**config.mk**
```make
export PLATFORM = sky130hd
export DESIGN_NAME = phycfg_txfmt
export DESIGN_NICKNAME = d
export VERILOG_FILES = /design/src/rtl/phycfg_txfmt.sv
export SDC_FILE = /design/constraint.sdc
export NUM_CORES = 1
export LEC_CHECK = 0
export BUFFER_PORTS_ARGS = -buffer_cell sky130_fd_sc_hd__buf_2
export CAP_MARGIN = 20
export CORE_MARGIN = 4
export CORE_UTILIZATION = 56
export CTS_BUF_LIST = sky130_fd_sc_hd__clkbuf_16
export DETAILED_ROUTE_END_ITERATION = 7
export GPL_ROUTABILITY_DRIVEN = 1
export HOLD_SLACK_MARGIN = 0.1
export PLACE_DENSITY = 0.87
export SYNTH_ARGS = -nofsm -noshare
export SYNTH_HDL_FRONTEND = slang
export SYNTH_SLANG_ARGS = --single-unit
export TNS_END_PERCENT = 100
```
**constraint.sdc**
```tcl
create_clock -name clk -period 5.8 [get_ports clk]
set_input_delay 1.74 -clock clk [delete_from_list [all_inputs] [get_ports clk]]
set_output_delay 1.74 -clock clk [all_outputs]
set_load 0.01 [all_outputs]
```
**src/rtl/phycfg_txfmt.sv**
```systemverilog
module phycfg_txfmt #(
  parameter int ADDR_W = 8,
  parameter logic [ADDR_W-1:0] Q0_ADDR = 8'h50,
  parameter logic [ADDR_W-1:0] Q1_ADDR = 8'h58,
  parameter logic [15:0] MARKER = 16'h00E0
) (
  input  logic              clk,
  input  logic              rst_n,
  input  logic              wr_en,
  input  logic [ADDR_W-1:0] wr_addr,
  input  logic [31:0]       wr_data,
  output logic              wr_ready,
  output logic              tx_valid,
  input  logic              tx_ready,
  output logic [31:0]       tx_data,
  output logic              tx_last,
  output logic              cfg_err
);

  typedef enum logic [1:0] {IDLE, OPEN, SEND} st_t;
  st_t st;
  logic [31:0] q0;

  logic acc, hit0, hit1, is_mark, hdr_ok;
  logic [31:0] rew;

  assign tx_valid = (st == SEND);
  assign wr_ready = !tx_valid;
  assign acc      = wr_en && wr_ready;
  assign hit0     = acc && (wr_addr == Q0_ADDR);
  assign hit1     = acc && (wr_addr == Q1_ADDR);
  assign is_mark  = (wr_data[15:0] == MARKER);
  assign hdr_ok   = (wr_data[31:30] == 2'b00) && (wr_data[23] || wr_data[22]);
  assign rew      = {wr_data[31:16], 16'h0000};

  always_ff @(posedge clk) begin
    if (!rst_n) begin
      st      <= IDLE;
      q0      <= '0;
      tx_data <= '0;
      tx_last <= 1'b0;
      cfg_err <= 1'b0;
    end else begin
      cfg_err <= 1'b0;
      case (st)
        IDLE, OPEN: begin
          if (hit0) begin
            if (st == OPEN) cfg_err <= 1'b1;
            if (is_mark) begin
              if (hdr_ok) begin
                q0 <= rew;
                st <= OPEN;
              end else begin
                cfg_err <= 1'b1;
                st      <= IDLE;
              end
            end else begin
              tx_data <= wr_data;
              tx_last <= 1'b1;
              st      <= SEND;
            end
          end else if (hit1) begin
            if (st == OPEN) begin
              if (wr_data == ~q0) begin
                tx_data <= q0;
                tx_last <= 1'b0;
                st      <= SEND;
              end else begin
                cfg_err <= 1'b1;
                st      <= IDLE;
              end
            end else begin
              tx_data <= wr_data;
              tx_last <= 1'b1;
              st      <= SEND;
            end
          end
        end
        default: begin
          if (tx_ready) begin
            if (!tx_last) begin
              tx_data <= ~tx_data;
              tx_last <= 1'b1;
            end else begin
              st <= IDLE;
            end
          end
        end
      endcase
    end
  end

endmodule


```
# == Word-level counts from Yosys, hierarchy flattened ==
# Cells that the tools add are included.
# word_totals
input_bits,44
reg_bits,52
output_inout_bits,36
word_cells,64
# op_classes
n_mux,31
n_reduce_logical,16
n_eq_ne,10
bitwise,2
# ops
cell,count
2-to-1 mux 32 bit,8
inverter 32 bit,2
equality test 32 bit,1
"equality test 16 x 8 -> 1 bit, second input constant",1
"equality test 8 x 7 -> 1 bit, second input constant",2
2-to-1 mux 2 bit,8
2-to-1 mux 1 bit,15
AND reduction 4 bit,2
"inequality test 3 bit, second input constant",2
AND reduction 5 bit,1
logical AND 1 bit,4
logical NOT 2 bit,2
"inequality test 4 bit, second input constant",1
nonzero test 2 bit,2
AND reduction 3 bit,1
"equality test 2 x 1 -> 1 bit, second input constant",1
"equality test 2 bit, second input constant",1
"inequality test 2 x 1 -> 1 bit, second input constant",1
AND reduction 2 bit,1
OR reduction 2 bit,1
logical NOT 1 bit,1
logical OR 1 bit,1

# == Longest topological paths before layout ==
# Gate-level depths: netlist of run 1.
# depth
ltp_word,7
depth_mapped,8
ltp_nobuf,6

# == Least setup slack after synthesis of run 1 ==
# OpenSTA, ideal clock, no wires.
# synth_path
path_kind,in2reg
from,in wr_data[10]
to,reg tx_data[10]
setup_ns,0.116
path_stages,6
arrival_ns,3.243
setup_slack_ns,2.441
required_time_ns,5.684
n_path_buf,1
cell_sequence,or4_4 or4_4 nand4_4 buf_8 o31ai_1 a31o_1
# synth_between
elab_chain_len,4
elab_cells_between_ends,10
cone_classes,eq/ne: 4; mux: 5; reduce/logical: 1
# synth_rtl
item,line,text
start: declaration,11,"input logic [31:0] wr_data,"
branches (longest 4 deep; another with equality test 32 bit),n/a,
end signal: assignment,58,tx_data <= wr_data;
end signal: assignment,65,tx_data <= q0;
end signal: assignment,73,tx_data <= wr_data;
end: declaration,15,"output logic [31:0] tx_data,"
# Several ways; the timed one is not identified. The select of a mux whose other input is x is not followed.
# A chain may end at the register's enable or synchronous reset.

# == Final worst setup path of run 1 ==
# layout_path
from,in wr_data[5]
to,reg q0[31]
# layout_between
elab_chain_len,2
# layout_rtl
item,line,text
equality test 16 x 8 -> 1 bit,32,assign is_mark = (wr_data[15:0] == MARKER);
AND reduction 4 bit (no line),n/a,
end signal: assignment,51,q0 <= rew;
end: declaration,22,logic [31:0] q0;
# Every way passes these cells.

==> results of run 1 <==
==> routing by layer <==
layer / share of wire / up-vias / GRT usage
met2: 0.49 / 104 / 0.378
met1: 0.42 / 1296 / 0.278
met3: 0.070 / 19 / 0.0429
met5: 0 / - / 0
met4: 0.020 / 0 / 0.0895
li1: - / 1322 / -
==> report_power, final <==
part	switching [W]	internal, W	leakage, nW	total [W]
Sequential	0.00000231	0.000359	0.419	0.000361
Combinational	0.0000382	0.0000309	1.16	0.0000692
Clock	0.000128	0.000156	0.0738	0.000284
Total	0.000168	0.000546	1.65	0.000714
==> registers in the layout, indices dropped and copies added (netlist names) <==
signal and count:
q0 16, st 2, cfg_err 1, tx_last 1, tx_data 32
==> through the flow <==
stage / util / instances / power, W / setup WS [ns] / area (µm²)
after floorplan: - / 324 / 0.000406 / 2.44 / 2900
after global placement: 0.668 / 454 / 0.000436 / 1.92 / 3260
after detailed placement: 0.668 / 454 / 0.000438 / 1.87 / 3260
after CTS: 0.696 / 462 / 0.000713 / 2.16 / 3400
after global routing: 0.704 / 464 / 0.000738 / 2.14 / 3430
final: 0.704 / 464 / 0.000714 / 2.24 / 3430
==> cells in the mapped netlist, types with 2 or more instances <==
cell / count
sky130_fd_sc_hd__dfxtp_1: 52
sky130_fd_sc_hd__nand2_1: 41
sky130_fd_sc_hd__nor2_1: 41
sky130_fd_sc_hd__mux2i_1: 31
sky130_fd_sc_hd__nand3_1: 21
sky130_fd_sc_hd__a221o_1: 16
sky130_fd_sc_hd__o31ai_1: 16
sky130_fd_sc_hd__xnor2_1: 16
sky130_fd_sc_hd__nor2b_1: 15
sky130_fd_sc_hd__a31o_1: 10
sky130_fd_sc_hd__clkbuf_1: 7
sky130_fd_sc_hd__a31o_2: 6
sky130_fd_sc_hd__buf_6: 5
sky130_fd_sc_hd__nor4_1: 4
sky130_fd_sc_hd__o21ai_0: 4
sky130_fd_sc_hd__dlygate4sd1_1: 3
sky130_fd_sc_hd__nand4_1: 3
sky130_fd_sc_hd__nor3_1: 3
sky130_fd_sc_hd__a21boi_0: 2
sky130_fd_sc_hd__a21oi_1: 2
sky130_fd_sc_hd__a31oi_1: 2
sky130_fd_sc_hd__and3_1: 2
sky130_fd_sc_hd__buf_2: 2
sky130_fd_sc_hd__inv_1: 2
sky130_fd_sc_hd__nand2b_1: 2
sky130_fd_sc_hd__nor4_4: 2
sky130_fd_sc_hd__or4_4: 2
==> area by class of cell <==
| cell class | instances | area, µm² | share of cell area |
|---|---|---|---|
| clock buffers | 5 | 125 | 0.0364 |
| clock inverters | 3 | 11.3 | 0.00328 |
| inverters | 3 | 11.3 | 0.00328 |
| multi-input cells | 249 | 1700 | 0.494 |
| flip-flops and latches | 52 | 1040 | 0.303 |
| well taps | 67 | 83.8 | 0.0244 |
| repair buffers | 85 | 464 | 0.135 |
==> cells in the final DEF (no fill, tap or decap), types with 4 or more instances in the layout <==
cell type	instances
sky130_fd_sc_hd__inv_1	4
sky130_fd_sc_hd__nor4_1	4
sky130_fd_sc_hd__clkbuf_16	5
sky130_fd_sc_hd__nor2b_1	15
sky130_fd_sc_hd__nor2_1	41
sky130_fd_sc_hd__buf_2	79
sky130_fd_sc_hd__mux2i_1	31
sky130_fd_sc_hd__o31ai_1	16
sky130_fd_sc_hd__buf_4	4
sky130_fd_sc_hd__dfxtp_1	52
sky130_fd_sc_hd__xnor2_1	16
sky130_fd_sc_hd__nand3_1	21
sky130_fd_sc_hd__a31o_1	10
sky130_fd_sc_hd__a221o_1	16
sky130_fd_sc_hd__nand2_1	41
sky130_fd_sc_hd__a31o_2	6
sky130_fd_sc_hd__o21ai_0	4
==> cell families (layout without fill, tap and decap cells) <==
logic type / count (synthesis) / after routing / synth area share
AND/OR/NAND/NOR: 140 / 140 / 0.250
AO/OA/AOI/OAI: 62 / 62 / 0.177
flip-flops: 52 / 52 / 0.359
multiplexers: 31 / 31 / 0.107
buffers and inverters: 23 / 96 / 0.0583
XOR/XNOR: 16 / 16 / 0.0483
==> critical path, delay by kind of cell <==
family	cells	cell delay, ns
AND/OR/NAND/NOR	5	1.88
buffers and inverters	1	0.10
==> path summary, 6_finish.rpt <==
path | from | end | slack [ns]
max | wr_data[5] | q0[31] | 2.24
min | tx_data[27] | tx_data[27] | 0.47
max reg2reg | st[1] | tx_data[26] | 3.57
min reg2reg | tx_data[27] | tx_data[27] | 0.47
==> reports/qor.log, run 1 <==
INFO  yosys          synth_cell_type_count=39
INFO  yosys          synth_ff_type=sky130_fd_sc_hd__dfxtp_1
INFO  clock_tree     clk_root_buf=sky130_fd_sc_hd__clkbuf_16
INFO  yosys          synth_top_area_share=0.359
INFO  yosys          async_set_or_reset_flop_fraction_in_the_synthesized_netlist=0
INFO  timing         fin_skew=0.00908ns
INFO  critical_path  setup.worst_path.end_class=register
INFO  global_routing antenna_violations_before_repair=0
INFO  yosys          synth-edff-count=0
INFO  global_routing globalRouteTotalUtil=0.224
INFO  timing         post-route-min-period=3.56ns
INFO  timing         finalSetupViolCount=0
INFO  clock_tree     tritoncts_clock_tree=yes
INFO  route          drt.antenna.violating_nets=0
INFO  place          gp_congestion=0.853
INFO  clock_tree     postCtsResizedCells=0
INFO  timing         grt_setup_unrepaired=false
INFO  clock_tree     cts.repair_timing.setup_buffer_count=0
INFO  finish         finish.net_count=440
INFO  yosys          mappedNetlistArea=2900µm²
INFO  critical_path  critical-path-max-stage-delay=0.62ns
INFO  clock_tree     cts.hold.buffers_added=0
INFO  route          drt_pass1_iterations=4
INFO  global_routing grt_first_pass_wirelength=11400µm
INFO  floorplanning  core-area=4880µm²
INFO  critical_path  required=5.98ns
INFO  critical_path  cpMaxStageDelayCell=sky130_fd_sc_hd__nand4_2
INFO  clock_tree     cts.clk_slew.worst_paths=0.06ns
INFO  timing         fin_setup_tns=0ns
INFO  hold_path      hold_path.class=register to register
INFO  route          avgRoutedWirePerCell=15.7µm
INFO  global_routing grt_max_degree=45
INFO  hold_path      hold_path_depth=2
INFO  floorplanning  floorplan.die.height=80.0µm
INFO  clock_tree     clock_path_buffers=2
INFO  clock_tree     cts_num_sinks=52
INFO  power_and_ir_drop worst_ir_drop_vdd=0.124mV
INFO  outcome        outcome=complete, no violations
INFO  finish         final_layout_size_suffix_gt1_frac=0.264
INFO  power_and_ir_drop p_leak=1.65nW
INFO  critical_path  cp-start-kind=input pin
INFO  clock_tree     cts_made_buffers=5
INFO  timing         timing.slew.headroom=0.494
INFO  route          drt_iter0_markers=142
INFO  route          drt_drc_violations_left=0
INFO  place          place.port_buffers=79
INFO  critical_path  critPathMaxFanout=17
INFO  route          post_drt_via_cell_ratio=5.91
INFO  yosys          warnings_from_yosys=0
INFO  critical_path  worst-setup-path-type=input pin to register
INFO  route          routed_wirelength=7270µm
INFO  floorplanning  effective_utilization_at_floorplan=0.594
INFO  floorplanning  die_width=80.0µm
INFO  yosys          yosysSeqAreaShare=0.359
INFO  place          dp_hpwl=4880µm
INFO  job            max_capacitance_violation_count=0
INFO  finish         areaGrowthSynthToFinish=18.5%
INFO  timing         final_max_slew_viol_count=0
INFO  critical_path  timing.critical_path.cells=buf_2 > nand3_1 > or4_4 > nor2_1 > nand4_2 > and3_1
INFO  timing         tightest_slew=0.760ns
INFO  yosys          ys_top_cells_by_area=sky130_fd_sc_hd__dfxtp_1 36%, sky130_fd_sc_hd__mux2i_1 11%, sky130_fd_sc_hd__a221o_1 5.5%
INFO  yosys          syn_inst=324
INFO  timing         fmax=281MHz
INFO  yosys          synthDominantAreaCellType=sky130_fd_sc_hd__dfxtp_1
INFO  finish         antenna_cells_inserted=0
INFO  yosys          synth.ff_latch_count=52
INFO  floorplanning  floorplan.rows=25
INFO  critical_path  worstPathArrival=3.73ns
INFO  timing         timing.final.crit_share=0.614
INFO  floorplanning  die_ar=6390µm²
INFO  global_routing via_count_of_the_first_global_routing_pass=2454
INFO  critical_path  worst-r2r-cell-count=9
INFO  route          number_of_vias_in_the_routed_layout=2741
INFO  clock_tree     clkLatencyLatePin=0.29ns
INFO  global_routing overflow=0
INFO  yosys          postSynthNetCount=368
INFO  power_and_ir_drop power.density_cell_area=208nW/µm²
INFO  yosys          synth.avg_cell_area=8.95µm²
INFO  timing         timing.final.hold_violations=0
INFO  finish         fillerInstances=403
INFO  timing         worst_hold_slack=0.475ns
INFO  floorplanning  boundaryPins=80
INFO  clock_tree     clock_tree.htree_level_count=2
(Power assumes the default switching activity.)
==> run 2: changes to the inputs <==
CORE_UTILIZATION = 52   (was 56)
PLACE_DENSITY = 0.81   (was 0.87)
clock period = 3.67 ns   (was 5.8 ns; I/O delays follow)
==> run 2 against run 1 <==
  * Sequential share of layout area fell by 0.066 points
  * Critical endpoint is now tx_data[15]
  * Via count is 1.9% lower
  * Clock power rose by 58%
  * Global-route usage down 0.60 points
  * Wire length fell by 0.11%
  * Critical path depth grew 1
  * Power is 58% higher
  * Final cell count is 0.86% higher
  * Highest routed layer unchanged
  * Register-to-register slack worse by 2.3 ns
  * Design area increased by 0.22%
  * Combinational power increased by 58%
  * Clock skew fell by 0.0055 ns
==> reports/qor.log, run 2 (synthesis results as in run 1) <==
INFO  outcome        outcome=complete, no violations [unchanged]
INFO  clock_tree     clkLatencyLatePin=0.29ns [about the same]
INFO  route          number_of_vias_in_the_routed_layout=2689 [was 2741]
INFO  job            max_capacitance_violation_count=0 [unchanged]
INFO  timing         fin_skew=0.00363ns [was 0.00908 ns]
INFO  critical_path  critical-path-max-stage-delay=0.43ns [was 0.62 ns]
INFO  finish         areaGrowthSynthToFinish=18.7% [was 18.5%]
INFO  timing         fmax=359MHz
INFO  finish         finish.net_count=441 [was 440]
INFO  critical_path  required=3.91ns [was 5.98 ns]
INFO  floorplanning  boundaryPins=80 [unchanged]
INFO  global_routing groute.layer.met1.usage=0.255 [was 0.278]
INFO  floorplanning  die_ar=6830µm² [was 6390 µm²]
INFO  place          pre_cts_slack=0.480ns [was 1.87 ns]
INFO  place          dp_hpwl=4970µm [was 4880 µm]
INFO  route          drt_iter0_markers=127 [was 142]
INFO  finish         antenna_cells_inserted=0 [unchanged]
INFO  floorplanning  core-area=5270µm² [was 4880 µm²]
INFO  timing         timing.final.crit_share=0.758
INFO  route          routed_wirelength=7260µm [was 7270 µm]
INFO  hold_path      hold_path.class=register to register [unchanged]
INFO  finish         sequential_cell_area=1040µm² [unchanged]
INFO  finish         layout_commonest_cell=sky130_fd_sc_hd__buf_2 [unchanged]
INFO  clock_tree     clock_path_buffers=2 [unchanged]
INFO  finish         most_frequent_cells_in_the_layout=79 x sky130_fd_sc_hd__buf_2, 52 x sky130_fd_sc_hd__dfxtp_1, 41 x sky130_fd_sc_hd__nor2_1, 41 x sky130_fd_sc_hd__nand2_1, 31 x sky130_fd_sc_hd__mux2i_1 [unchanged]
INFO  global_routing grtUsageMet2=0.386 [was 0.378]
INFO  floorplanning  floorplan.die.height=82.7µm [was 80.0 µm]
INFO  timing         post-route-min-period=2.78ns
INFO  finish         biggestRegsByFlops=tx_data (32), q0 (16), st (2) [unchanged]
INFO  critical_path  critPathMaxFanout=16 [was 17]
INFO  critical_path  cp-start-kind=input pin [unchanged]
INFO  global_routing top_usage_layer=met2 [unchanged]
INFO  global_routing via_count_of_the_first_global_routing_pass=2554 [was 2454]
INFO  critical_path  setup.worst_path.end_class=register [unchanged]
INFO  finish         multi_input_area=1700µm² [unchanged]
INFO  clock_tree     cts.clk_slew.worst_paths=0.07ns [was 0.06 ns]
INFO  clock_tree     clock_tree.htree_level_count=2 [unchanged]
INFO  clock_tree     cts.hold.buffers_added=0 [unchanged]
INFO  place          gp_congestion=0.833 [was 0.853]
INFO  global_routing antenna_violations_before_repair=0 [unchanged]
INFO  route          post_drt_via_cell_ratio=5.75 [was 5.91]
INFO  route          avgRoutedWirePerCell=15.5µm [was 15.7 µm]
INFO  route          drt_pass1_iterations=4 [unchanged]
INFO  finish         fillerInstances=473 [was 403]
INFO  critical_path  worst-setup-path-type=input pin to register [unchanged]
INFO  timing         final_max_slew_viol_count=0 [unchanged]
INFO  clock_tree     clk_root_buf=sky130_fd_sc_hd__clkbuf_16 [unchanged]
INFO  power_and_ir_drop worst_ir_drop_vdd=0.227mV [was 0.124 mV]
INFO  global_routing grt_max_degree=55 [was 45]
INFO  place          place.port_buffers=79 [unchanged]
INFO  clock_tree     cts_made_buffers=5 [unchanged]
INFO  timing         timing.final.hold_violations=0 [unchanged]
INFO  finish         final_layout_size_suffix_gt1_frac=0.266 [was 0.264]
INFO  global_routing grt_first_pass_wirelength=11500µm [was 11400 µm]
INFO  power_and_ir_drop p_leak=1.65nW [about the same]
INFO  critical_path  cpMaxStageDelayCell=sky130_fd_sc_hd__o22ai_1 [was sky130_fd_sc_hd__nand4_2]
INFO  timing         timing.slew.headroom=0.356 [was 0.494]
INFO  global_routing globalRouteTotalUtil=0.218 [was 0.224]
INFO  critical_path  timing.critical_path.cells=buf_2 > nor4b_4 > nand2_1 > o22ai_1 > nand4_4 > o31ai_1 > a31o_1 [was buf_2 > nand3_1 > or4_4 > nor2_1 > nand4_2 > and3_1]
INFO  critical_path  critical_path_buf_inv_count=1 [unchanged]
INFO  route          drt.antenna.violating_nets=0 [unchanged]
INFO  power_and_ir_drop power.density_cell_area=328nW/µm² [was 208 nW/µm²]
INFO  floorplanning  die_width=82.7µm [was 80.0 µm]
INFO  timing         final_critical_path_setup_slack=0.887ns [was 2.24 ns]
INFO  timing         grt_setup_unrepaired=false [unchanged]
INFO  finish         largest_register=tx_data [unchanged]
INFO  floorplanning  floorplan.rows=26 [was 25]
INFO  critical_path  worstPathArrival=3.02ns [was 3.73 ns]
INFO  global_routing use_met3=0.0531 [was 0.0429]
INFO  clock_tree     cts.repair_timing.setup_buffer_count=0 [unchanged]
INFO  clock_tree     tritoncts_clock_tree=yes [unchanged]
INFO  clock_tree     cts_num_sinks=52 [unchanged]
INFO  clock_tree     postCtsResizedCells=0 [unchanged]
INFO  critical_path  worst_path_dominant_cell_family=compound AO/OA/AOI/OAI gates [was simple AND/OR/NAND/NOR gates]
INFO  global_routing overflow=0 [unchanged]
INFO  finish         largest_register_ff_count=32 [unchanged]
INFO  route          drt_drc_violations_left=0 [unchanged]
INFO  timing         tightest_slew=0.964ns [was 0.760 ns]
INFO  timing         finalSetupViolCount=0 [unchanged]
INFO  timing         fin_setup_tns=0ns [unchanged]
INFO  floorplanning  effective_utilization_at_floorplan=0.550 [was 0.594]
[run 2: changes by cell type in the layout (fill, tap and decap cells not counted), sizes merged]
cell,previous run,this run
buf,85,86
[run 2: worst reg2reg max path, cell delays in order (launching register included)]
cell and delay, ns:
sky130_fd_sc_hd__dfxtp_1 0.95, sky130_fd_sc_hd__nand2_1 0.17, sky130_fd_sc_hd__o22ai_1 0.43, sky130_fd_sc_hd__nand4_4 0.35, sky130_fd_sc_hd__o31ai_1 0.35, sky130_fd_sc_hd__a31o_1 0.13
[run 2: final cells by class]
class,instances,area share
Clock buffer,5,0.0364
Clock inverter,3,0.00327
Inverter,3,0.00327
Multi-Input combinational cell,249,0.493
Sequential cell,52,0.302
Tap cell,70,0.0254
Timing Repair Buffer,86,0.136
[run 2: stage by stage]
step	hold WS [ns]	power, W	std cells	instance area, µm²	util
CTS	0.485	0.00114	467	3410	0.648
global route	0.499	0.00117	468	3440	0.653
floorplan	0.487	0.000641	324	2900	-
global placement	0.463	0.000691	459	3280	0.622
finish	0.480	0.00113	468	3440	0.653
detailed placement	0.466	0.000693	459	3280	0.622
[run 2: routing by layer]
metal	up-vias	share of wire
li1	1323	-
met4	0	0.017
met1	1263	0.43
met2	90	0.48
met5	-	0
met3	13	0.073
[run 2: final timing paths]
kind                            cells after the start           to  slack [ns]        start
worst max register to register                      5  tx_data[15]        1.23        st[1]
worst max-delay path                                7  tx_data[15]        0.89   wr_addr[1]
worst min register to register                      2  tx_data[30]        0.48  tx_data[30]
worst min-delay path                                2  tx_data[30]        0.48  tx_data[30]
[run 2: report_power, final]
part	switching [W]	total, W	leakage, nW	internal [W]
logic	0.0000603	0.000109	1.16	0.0000488
clock network	0.000204	0.000450	0.0738	0.000246
registers	0.00000386	0.000571	0.419	0.000568
total	0.000268	0.00113	1.65	0.000862
==> run 3: changes to the inputs <==
clock period = 2.9 ns   (was 3.67 ns; I/O delays follow)
==> run 3 against run 2 <==
  * Clock skew barely moved
  * Die area unchanged
  * Critical path type unchanged
  * Flip-flop and latch count is the same
==> reports/qor.log, run 3 (synthesis results as in run 1) <==
INFO  finish         biggestRegsByFlops=tx_data (32), q0 (16), st (2) [unchanged]
INFO  finish         fillerInstances=451 [was 473]
INFO  critical_path  setup.worst_path.end_class=register [unchanged]
INFO  finish         layout_commonest_cell=sky130_fd_sc_hd__buf_2 [unchanged]
INFO  finish         finish.net_count=444 [was 441]
INFO  finish         finish.instance_area=3460µm² [was 3440 µm²]
INFO  clock_tree     clkLatencyLatePin=0.29ns [about the same]
INFO  power_and_ir_drop power.share.sequential=0.508 [was 0.506]
INFO  critical_path  required=3.08ns [was 3.91 ns]
INFO  timing         timing.final.crit_share=0.852
INFO  finish         largest_register_ff_count=32 [unchanged]
INFO  critical_path  worst-setup-path-type=input pin to register [unchanged]
INFO  critical_path  cp-start-kind=input pin [unchanged]
INFO  floorplanning  core-area=5270µm² [unchanged]
INFO  clock_tree     cts.repair_timing.setup_buffer_count=0 [unchanged]
INFO  finish         final_layout_size_suffix_gt1_frac=0.272 [was 0.266]
INFO  power_and_ir_drop internal-power=0.00109W [was 0.000862 W]
INFO  route          routed_wirelength=7540µm [was 7260 µm]
INFO  timing         fin_skew=0.00348ns [was 0.00363 ns]
INFO  clock_tree     cts_made_buffers=5 [unchanged]
INFO  global_routing antenna_violations_before_repair=0 [unchanged]
INFO  finish         layoutNonFillerInstCount=471 [was 468]
INFO  power_and_ir_drop clock_power_share=0.394 [was 0.398]
INFO  global_routing grt_max_degree=55 [unchanged]
INFO  timing         fin_setup_tns=0ns [unchanged]
INFO  clock_tree     clock_path_buffers=2 [unchanged]
INFO  place          pre_cts_slack=0.00770ns [was 0.480 ns]
INFO  floorplanning  floorplan.die.height=82.7µm [unchanged]
INFO  clock_tree     cts.clk_slew.worst_paths=0.07ns [about the same]
INFO  timing         final_critical_path_setup_slack=0.428ns [was 0.887 ns]
INFO  finish         antenna_cells_inserted=0 [unchanged]
INFO  global_routing overflow=0 [unchanged]
INFO  power_and_ir_drop switchingPower=0.000333W [was 0.000268 W]
INFO  timing         timing.final.hold_violations=0 [unchanged]
INFO  power_and_ir_drop p_leak=1.67nW [was 1.65 nW]
INFO  timing         tightest_slew=0.485ns [was 0.964 ns]
INFO  critical_path  critPathMaxFanout=16 [unchanged]
INFO  route          drt_pass1_iterations=4 [unchanged]
INFO  finish         areaGrowthSynthToFinish=19.2% [was 18.7%]
INFO  global_routing globalRouteTotalUtil=0.224 [was 0.218]
INFO  route          drt_drc_violations_left=0 [unchanged]
INFO  global_routing via_count_of_the_first_global_routing_pass=2497 [was 2554]
INFO  floorplanning  boundaryPins=80 [unchanged]
INFO  clock_tree     postCtsResizedCells=0 [unchanged]
INFO  route          post_drt_via_cell_ratio=5.80 [was 5.75]
INFO  global_routing grt_first_pass_wirelength=11900µm [was 11500 µm]
INFO  clock_tree     tritoncts_clock_tree=yes [unchanged]
INFO  clock_tree     clk_root_buf=sky130_fd_sc_hd__clkbuf_16 [unchanged]
INFO  outcome        outcome=complete, no violations [unchanged]
INFO  timing         fmax=405MHz
INFO  timing         timing.slew.headroom=0.677 [was 0.356]
INFO  place          place.port_buffers=79 [unchanged]
INFO  place          gp_congestion=0.808 [was 0.833]
INFO  power_and_ir_drop power.density_cell_area=412nW/µm² [was 328 nW/µm²]
INFO  power_and_ir_drop power_share_of_the_combinational_group=0.098 [was 0.096]
INFO  finish         largest_register=tx_data [unchanged]
INFO  timing         post-route-min-period=2.47ns
INFO  place          dp_cells=462 [was 459]
INFO  place          placement.cell_area=3310µm² [was 3280 µm²]
INFO  clock_tree     cts_num_sinks=52 [unchanged]
INFO  timing         finalSetupViolCount=0 [unchanged]
INFO  power_and_ir_drop worst_ir_drop_vdd=0.289mV [was 0.227 mV]
INFO  timing         grt_setup_unrepaired=false [unchanged]
INFO  route          number_of_vias_in_the_routed_layout=2731 [was 2689]
INFO  job            max_capacitance_violation_count=0 [unchanged]
INFO  clock_tree     clock_tree.htree_level_count=2 [unchanged]
INFO  route          avgRoutedWirePerCell=16.0µm [was 15.5 µm]
INFO  floorplanning  effective_utilization_at_floorplan=0.550 [unchanged]
INFO  place          dp_hpwl=5140µm [was 4970 µm]
INFO  route          drt.antenna.violating_nets=0 [unchanged]
INFO  hold_path      hold_path.class=register to register [unchanged]
INFO  critical_path  worstPathArrival=2.66ns [was 3.02 ns]
INFO  floorplanning  die_width=82.7µm [unchanged]
INFO  power_and_ir_drop total_power=0.00142W [was 0.00113 W]
INFO  floorplanning  die_ar=6830µm² [unchanged]
INFO  clock_tree     cts.hold.buffers_added=0 [unchanged]
INFO  route          drt_iter0_markers=146 [was 127]
INFO  power_and_ir_drop power.switching_fraction=0.234 [was 0.237]
INFO  timing         final_max_slew_viol_count=0 [unchanged]
INFO  floorplanning  floorplan.rows=26 [unchanged]
INFO  finish         most_frequent_cells_in_the_layout=79 x sky130_fd_sc_hd__buf_2, 52 x sky130_fd_sc_hd__dfxtp_1, 41 x sky130_fd_sc_hd__nor2_1, 41 x sky130_fd_sc_hd__nand2_1, 31 x sky130_fd_sc_hd__mux2i_1 [unchanged]
run 3: cell count changes in the layout (fill, tap and decap cells not counted):
cell and change:
sky130_fd_sc_hd__buf_12 +1, sky130_fd_sc_hd__buf_16 -1, sky130_fd_sc_hd__buf_4 +3
run 3: final timing paths:
check | to | slack (ns) | from | cells past startpoint
setup reg to reg | tx_data[15] | 0.78 | st[1] | 6
hold / removal | tx_data[26] | 0.48 | tx_data[26] | 2
setup / recovery | tx_data[4] | 0.43 | wr_data[15] | 7
hold reg to reg | tx_data[26] | 0.48 | tx_data[26] | 2
run 3: power by group through the flow:
stage / registers (W) / clock network [W] / logic (W)
2_1_floorplan: 0.000741 / 0 / 0.0000708
3_3_place_gp: 0.000739 / 0 / 0.000135
3_5_place_dp: 0.000739 / 0 / 0.000138
4_1_cts: 0.000723 / 0.000568 / 0.000140
5_1_grt: 0.000723 / 0.000605 / 0.000154
6_report: 0.000723 / 0.000562 / 0.000140
run 3: final cells by class:
type	instances	area, µm²	area share
inverters	3	11.3	0.00326
repair buffers	89	483	0.140
clock inverters	3	11.3	0.00326
flip-flops and latches	52	1040	0.301
clock buffers	5	125	0.0362
well taps	70	87.6	0.0253
multi-input cells	249	1700	0.491
run 3: metal layers:
metal,up-vias,GRT usage,part of all wire
li1,1326,-,-
met1,1315,0.281,0.41
met2,82,0.383,0.50
met3,8,0.0618,0.075
met4,0,0.0507,0.011
met5,-,0,0
run 3: metrics by stage:
stage | util | hold WS [ns]
floorplan | - | 0.487
global placement | 0.629 | 0.462
detailed placement | 0.629 | 0.467
CTS | 0.655 | 0.482
global route | 0.656 | 0.502
finish | 0.656 | 0.480
run 3: critical path, stage by stage:
cell,delay (ns)
sky130_fd_sc_hd__buf_2,0.13
sky130_fd_sc_hd__nor4_4,0.38
sky130_fd_sc_hd__nand3_1,0.15
sky130_fd_sc_hd__or4_4,0.54
sky130_fd_sc_hd__nand4_4,0.25
sky130_fd_sc_hd__o31ai_1,0.11
sky130_fd_sc_hd__a31o_2,0.21
